===== src/rtl/tbank_access.sv =====
module tbank_access #(
  parameter int AW        = 5,
  parameter int DW        = 16,
  parameter int CTRL_ADDR = 20,
  parameter int RDAT_ADDR = 21,
  parameter int WDAT_ADDR = 23,
  parameter int BANK_BITS = 2,
  parameter logic [3:0] IMPL_MASK = 4'b1011
) (
  input  logic          clk,
  input  logic          rst,
  input  logic [AW-1:0] bus_addr,
  input  logic          bus_we,
  input  logic [DW-1:0] bus_wdata,
  output logic [DW-1:0] bus_rdata
);
  localparam int NBANK     = 1 << BANK_BITS;
  localparam int NREG      = 1 << AW;
  localparam int RD_BIT    = 15;
  localparam int WR_BIT    = 14;
  localparam int BANK_LSB  = 11;
  localparam int TM_BIT    = 10;
  localparam int RADDR_LSB = 5;
  localparam logic [DW-1:0] TM_WORD = DW'(1) << TM_BIT;

  typedef enum logic [2:0] {LK_IDLE, LK_Z1, LK_T1, LK_Z2, LK_OPEN} lk_t;

  lk_t st_q, st_d;
  logic [DW-1:0] ctrl_q, wd_q, rd_q;
  logic [DW-1:0] bank_rd [NBANK];

  wire ctrl_wr = bus_we && (bus_addr == AW'(CTRL_ADDR));
  wire wdat_wr = bus_we && (bus_addr == AW'(WDAT_ADDR));
  wire is_open = (st_q == LK_OPEN);
  wire tm      = bus_wdata[TM_BIT];
  wire [BANK_BITS-1:0] sel   = bus_wdata[BANK_LSB +: BANK_BITS];
  wire [AW-1:0]        raddr = bus_wdata[RADDR_LSB +: AW];
  wire [AW-1:0]        waddr = bus_wdata[AW-1:0];
  wire do_wr = ctrl_wr && is_open && tm && bus_wdata[WR_BIT];
  wire do_rd = ctrl_wr && is_open && tm && bus_wdata[RD_BIT] && !bus_wdata[WR_BIT];
  wire lk_rd = ctrl_wr && !is_open && bus_wdata[RD_BIT];

  always_comb begin
    st_d = st_q;
    if (ctrl_wr) begin
      unique case (st_q)
        LK_IDLE: st_d = (bus_wdata == '0)      ? LK_Z1   : LK_IDLE;
        LK_Z1:   st_d = (bus_wdata == TM_WORD) ? LK_T1   : LK_IDLE;
        LK_T1:   st_d = (bus_wdata == '0)      ? LK_Z2   : LK_IDLE;
        LK_Z2:   st_d = (bus_wdata == TM_WORD) ? LK_OPEN : LK_IDLE;
        LK_OPEN: st_d = tm ? LK_OPEN : LK_IDLE;
        default: st_d = LK_IDLE;
      endcase
    end
  end

  always_ff @(posedge clk) begin
    if (rst) begin
      st_q   <= LK_IDLE;
      ctrl_q <= '0;
      wd_q   <= '0;
      rd_q   <= '0;
    end else begin
      st_q <= st_d;
      if (ctrl_wr) ctrl_q <= bus_wdata;
      if (wdat_wr) wd_q <= bus_wdata;
      if (do_rd) rd_q <= bank_rd[sel];
      else if (lk_rd) rd_q <= '0;
    end
  end

  for (genvar b = 0; b < NBANK; b++) begin : g_bank
    if (IMPL_MASK[b]) begin : g_impl
      logic [DW-1:0] regs [NREG];
      always_ff @(posedge clk) begin
        if (rst) begin
          for (int i = 0; i < NREG; i++) regs[i] <= '0;
        end else if (do_wr && sel == BANK_BITS'(b)) begin
          regs[waddr] <= wd_q;
        end
      end
      assign bank_rd[b] = regs[raddr];
    end else begin : g_hole
      assign bank_rd[b] = '0;
    end
  end

  always_comb begin
    if (bus_addr == AW'(CTRL_ADDR))      bus_rdata = ctrl_q;
    else if (bus_addr == AW'(RDAT_ADDR)) bus_rdata = rd_q;
    else if (bus_addr == AW'(WDAT_ADDR)) bus_rdata = wd_q;
    else                                 bus_rdata = '0;
  end

  AST_OPEN_AFTER_SEQ: assert property (@(posedge clk) disable iff (rst)
    $rose(is_open) |-> $past(st_q == LK_Z2));
  AST_CLOSE_ON_TM_CLR: assert property (@(posedge clk) disable iff (rst)
    (ctrl_wr && !tm) |=> !is_open);
  AST_LOCKED_READ_ZERO: assert property (@(posedge clk) disable iff (rst)
    lk_rd |=> (rd_q == '0));
  AST_BOTH_KEEP_RDATA: assert property (@(posedge clk) disable iff (rst)
    (do_wr && bus_wdata[RD_BIT]) |=> $stable(rd_q));
  AST_WDATA_STAGED: assert property (@(posedge clk) disable iff (rst)
    wdat_wr |=> (bus_rdata == wd_q || bus_addr != AW'(WDAT_ADDR)) && (wd_q == $past(bus_wdata)));
endmodule


===== config.mk =====
export PLATFORM = sky130hd
export DESIGN_NAME = tbank_access
export DESIGN_NICKNAME = d
export VERILOG_FILES = /design/src/rtl/tbank_access.sv
export SDC_FILE = /design/constraint.sdc
export NUM_CORES = 2
export LEC_CHECK = 0
export BUFFER_PORTS_ARGS = -buffer_cell sky130_fd_sc_hd__clkbuf_2
export CAP_MARGIN = 20
export CORE_UTILIZATION = 44
export CTS_BUF_LIST = sky130_fd_sc_hd__clkbuf_4 sky130_fd_sc_hd__clkbuf_8
export DETAILED_ROUTE_END_ITERATION = 7
export PLACE_DENSITY = 0.59
export SYNTH_ARGS = -nofsm -noshare
export SYNTH_HDL_FRONTEND = slang
export SYNTH_SLANG_ARGS = --single-unit

===== constraint.sdc =====
create_clock -name clk -period 2.9 [get_ports clk]
set_input_delay 0.29 -clock clk [delete_from_list [all_inputs] [get_ports clk]]
set_output_delay 0.29 -clock clk [all_outputs]
set_load 0.02 [all_outputs]

== Word level (Yosys, flattened, before mapping) ==
Memories as Yosys holds them, arrays and structs flattened.
Cells that the tools add are included.
W data, S select, Z words.

* Magnitude comparators: 1
* Equal/unequal tests: 10
* Multiplexer cells: 34
* Bitwise gates (word level): 1
* Reductions and logical operators: 21

{| class="wikitable"
|+ Operator list
! cell !! count
|-
| $mux W16 || 10
|-
| $reduce_or A16 Y1 || 3
|-
| $bmux W16 S2 || 1
|-
| $eq A16 B11 Y1 const B || 1
|-
| $logic_not A16 Y1 || 1
|-
| $eq A5 B5 Y1 const B || 3
|-
| $mux W1 || 15
|-
| $mux W5 || 3
|-
| $pmux W3 S5 || 1
|-
| $logic_and A1 B1 Y1 || 12
|-
| $eq A3 B2 Y1 const B || 2
|-
| $mux W3 || 2
|-
| $mux W2 || 2
|-
| $eq A3 B1 Y1 const B || 1
|-
| $eq A3 B3 Y1 const B || 1
|-
| $ge A3 B3 Y1 const B || 1
|-
| $logic_not A3 Y1 || 1
|-
| $not A2 Y3 || 1
|-
| $eq A2 B1 Y1 const B || 1
|-
| $eq A2 B2 Y1 const B || 1
|-
| $logic_not A1 Y1 || 2
|-
| $logic_not A2 Y1 || 1
|-
| $reduce_bool A2 Y1 || 1
|}

* Bits in registers: 51
* Memory bits (writable): 1536
* Input bits: 24
* Output and inout bits: 16
* Logic and storage cells: 74
* Memories: 3

{| class="wikitable"
|+ Memory list
! memory !! depth !! bits a word !! read ports !! clocked after memory_dff !! write ports !! RTL line !! text
|-
| g_bank[0].g_impl.regs || 32 || 16 || 1 || 0 || 32 || 74 || <nowiki>logic [DW-1:0] regs [NREG];</nowiki>
|-
| g_bank[1].g_impl.regs || 32 || 16 || 1 || 0 || 32 || 74 ||
|-
| g_bank[3].g_impl.regs || 32 || 16 || 1 || 0 || 32 || 74 ||
|}

== Longest topological paths before layout ==
* Depth in word-level cells: 11
* Mapped depth: 11
* Gate-level depth less buffers: 6

== Worst setup path after synthesis ==
Ideal clock, no wire load.

* Path kind: reg2reg
* Start point: register st_q[1]
* End point: memory g_bank[1].g_impl.regs[20][0] (enable)
* Arrival time: 1.927 ns
* Required time: 2.566 ns
* Setup slack: 0.640 ns
* Stages on the path, launching flop included: 8
* Buffers on the path: 2
* Period minus slack after synthesis: 2.260 ns
* Path through: dfxtp_1 -> or3b_1 -> buf_2 -> nor3_2 -> nand2_1 -> buf_2 -> nor2_2 -> or2_2

{| class="wikitable"
|+ RTL lines
! what !! RTL line !! text
|-
| start: declaration || 28 || <nowiki>lk_t st_q, st_d;</nowiki>
|-
| start signal: assignment || 64 || <nowiki>st_q <= st_d;</nowiki>
|-
| end: declaration || 74 ||
|}

== Final worst setup path ==
* Start point: register rd_q[1]
* End point: output port bus_rdata[1]

* Cells in the longest elaborated chain, start to end: 2

{| class="wikitable"
|+ RTL lines
! what !! RTL line !! text
|-
| start: declaration || 29 || <nowiki>logic [DW-1:0] ctrl_q, wd_q, rd_q;</nowiki>
|-
| start signal: assignment || 67 || <nowiki>if (do_rd) rd_q <= bank_rd[sel];</nowiki>
|-
| $mux W16 || 90 || <nowiki>else if (bus_addr == AW'(RDAT_ADDR)) bus_rdata = rd_q;</nowiki>
|-
| $mux W16 || 89 || <nowiki>if (bus_addr == AW'(CTRL_ADDR)) bus_rdata = ctrl_q;</nowiki>
|-
| end: declaration || 15 || <nowiki>output logic [DW-1:0] bus_rdata</nowiki>
|}

No other way between the ends.

==> out/results.tsv <==
metric	value	unit
clock_path_buffers	4	
portBuffers	39	
slowest_stage	nor2_1	
cp_num_buf_inv	1	
synth-main-ff-cell	edfxtp_1	
grt_pass1_wl	318600	microns
clkLatencyLatePin	1.03	ns
maxCapViolations	0	
synth_edf_count	1536	
met2_usage	40.30	%
fp.dieH	411.4	microns
clk_pin_slew_worst_paths	0.06	ns
clock_skew	0.07660	ns
initial_core_util	44.50	%
startpoint_type	flip-flop	
design_area	84150	sq um
path_depth	4	
rows	149	
wirelength	223400	microns
syn_inst	4980	
max_stage_delay	0.60	ns
die_area	169200	sq um
cts-root-buf	clkbuf_8	
r2r_cells	6	
ir_drop	0.3759	mV
dr.pass1.iters	7	
viasPerCell	5.687	
period_needed	2.830	ns
nNetsFinal	5358	
postSynthAreaPerCell	14.81	sq um
finalSetupViolCount	0	
finalHoldViolCount	0	
drive_gt1_share	26.17	%
grt_max_degree	98	
core	165700	sq um
vias	43840	
path_cells	mux2_2 > a22oi_1 > nor2_1 > clkbuf_2	
post_dp_cell_area	78680	sq um
dpl.hpwl	145600	microns
rsz0062_at_grt	false	
grt_busiest_layer	met2	
cp_max_fo	2	
clock.fmax	353.4	MHz
yosysWarnings	0	
cts-buffers-inserted	289	
ys_seq_elements	1587	
synth.distinct_cells	66	
wl_per_cell	28.98	microns
cp.required	2.61	ns
hold_depth	5	
global_route.usage.met1	37.49	%
use_met3	5.400	%
routabilityCongestion	0.9245	
gr-total-overflow	0	
fin_crit_sh	97.59	%
seq_area_frac_synth	63.93	%
p_leak	29.72	nW
synth_area	73740	sq um
holdCritPathClass	input port to flip-flop	
grt_usage	26.44	%
dp_slack	-0.05440	ns
clock_sinks	1587	
cts_tree	done	
setup_ws	0.06997	ns
worstSetupPathType	flip-flop to output pin	
cts_max_level	5	
die_x	411.4	microns
syn_to_final_growth	14.11	%
status	complete, no violations	
initialDrtViolationCount	4560	
antenna_found_initial	10	
arrival	2.54	ns
power_density	599.9	nW/um^2
ant_nets	0	
worst_slew_pin_slew	1.088	ns
end_kind	output pin	
slew_headroom	27.46	%
synth-async-reset-ratio	0	%
cts_setup_buffers	0	
synthesis.nets	5004	
drc	0	
maxSlewViolCount	0	
num_io_pins	40	
grt_pass1_vias	43350	
cpLargestDelayFamily	simple AND/OR/NAND/NOR gates	
[through the flow]
stage / hold WS, ns / util (%) / setup TNS, ns / cells / power [mW]
after floorplan: 0.4211 / - / 0 / 4980 / 28.89
final: 0.09059 / 50.77 / 0 / 7708 / 50.48
after CTS: 0.009426 / 50.76 / 0 / 7703 / 50.76
after detailed placement: 0.4419 / 47.48 / -0.08066 / 7209 / 30.72
after global routing: 0.09309 / 50.77 / 0 / 7704 / 51.95
after global placement: 0.4386 / 47.48 / -0.04791 / 7209 / 30.68
[registers in the layout, indices dropped and copies added, names as in the netlist]
signal,cells
wd_q,16
ctrl_q,16
rd_q,16
g_bank.g_impl.regs,1536
st_q,3
[synthesized netlist by cell type (51+ instances only)]
cell type | number | share of area [%]
edfxtp_1 | 1536 | 63
a22oi_1 | 62 | 0.63
nor2_1 | 54 | 0.27
or2_2 | 100 | 0.85
dfxtp_1 | 51 | 1.4
o22ai_1 | 61 | 0.52
clkbuf_1 | 278 | 1.4
and2_1 | 1544 | 13
mux4_2 | 291 | 8.9
mux2i_1 | 227 | 3.1
nor2_2 | 60 | 0.51
nand2_1 | 148 | 0.75
[path summary, 6_finish.rpt]
kind | to | start | slack, ns
worst max register to register | g_bank[3].g_impl.regs[26][1]$_SDFFCE_PN0P_ | st_q[0]$_SDFFE_PP0N_ | 0.25
worst max-delay path | bus_rdata[1] | rd_q[1]$_SDFFE_PP0P_ | 0.07
worst min-delay path | ctrl_q[5]$_SDFFE_PP0N_ | bus_wdata[5] | 0.09
worst min register to register | rd_q[6]$_SDFFE_PP0P_ | rd_q[6]$_SDFFE_PP0P_ | 0.45
[cells in the final DEF, fill, tap and decap left out, types with 14 or more instances in the layout]
master	instances
clkbuf_8	297
dlygate4sd3_1	23
a22oi_1	62
o21ai_0	31
nor2_2	60
clkinv_1	59
mux4_2	291
edfxtp_1	1536
a211oi_1	23
nand3_1	17
buf_4	384
o22ai_1	61
nand2b_1	14
or2_2	100
nor2b_1	24
nor2_4	33
mux4_1	14
clkbuf_2	34
dfxtp_4	16
and2_1	1544
buf_12	65
dfxtp_1	35
nor3_1	27
nand2_1	146
clkbuf_4	81
mux2_2	36
nor2_1	52
clkinv_2	23
mux2i_1	227
a21oi_1	48
[repair_timing]
item,CTS,global route
hold buffers,23,0
hold endpoints to repair,51,0
resized for setup,3,1
setup endpoints to repair,2,1
[cell type report]
| class | count | area [sq um] |
|---|---|---|
| clock inverters | 93 | 510.5 |
| flip-flops and latches | 1587 | 47210 |
| repair buffers | 510 | 4641 |
| clock buffers | 378 | 4696 |
| diodes | 5 | 12.51 |
| well taps | 2189 | 2739 |
| fillers | 13790 | 81590 |
| multi-input cells | 2945 | 24340 |
| inverters | 1 | 3.754 |
[power breakdown]
part	total [mW]	switching [mW]	internal (mW)	leakage, nW
sequential	26.5	0.323	26.2	15.0
clock	20.2	9.37	10.8	2.75
combinational	3.82	2.28	1.53	12.0
[worst reg2reg max path: stages (launching register included)]
cell	delay, ns
dfxtp_1	0.37
or3b_1	0.50
nor3_2	0.34
nand3_2	0.16
buf_12	0.24
nor2_2	0.17
or2_2	0.45
[kinds of logic (layout without fill, tap and decap cells)]
family          count (synthesis)  in the layout  share of synthesized area [%]
flops                        1587           1587                          63.93
other cells                     0              5                              0
mux                           568            568                          13.02
compound gates                313            313                          2.920
buf+inv                       448            982                          3.112
simple gates                 2064           2064                          17.02
[metal layers]
metal / vias to the layer above / part of all wire (%)
li1: 18920 / -
met1: 22520 / 42
met2: 1988 / 45
met3: 403 / 8.5
met4: 6 / 3.6
met5: - / 0.019
No activity file was read; power rests on OpenSTA's default activity.
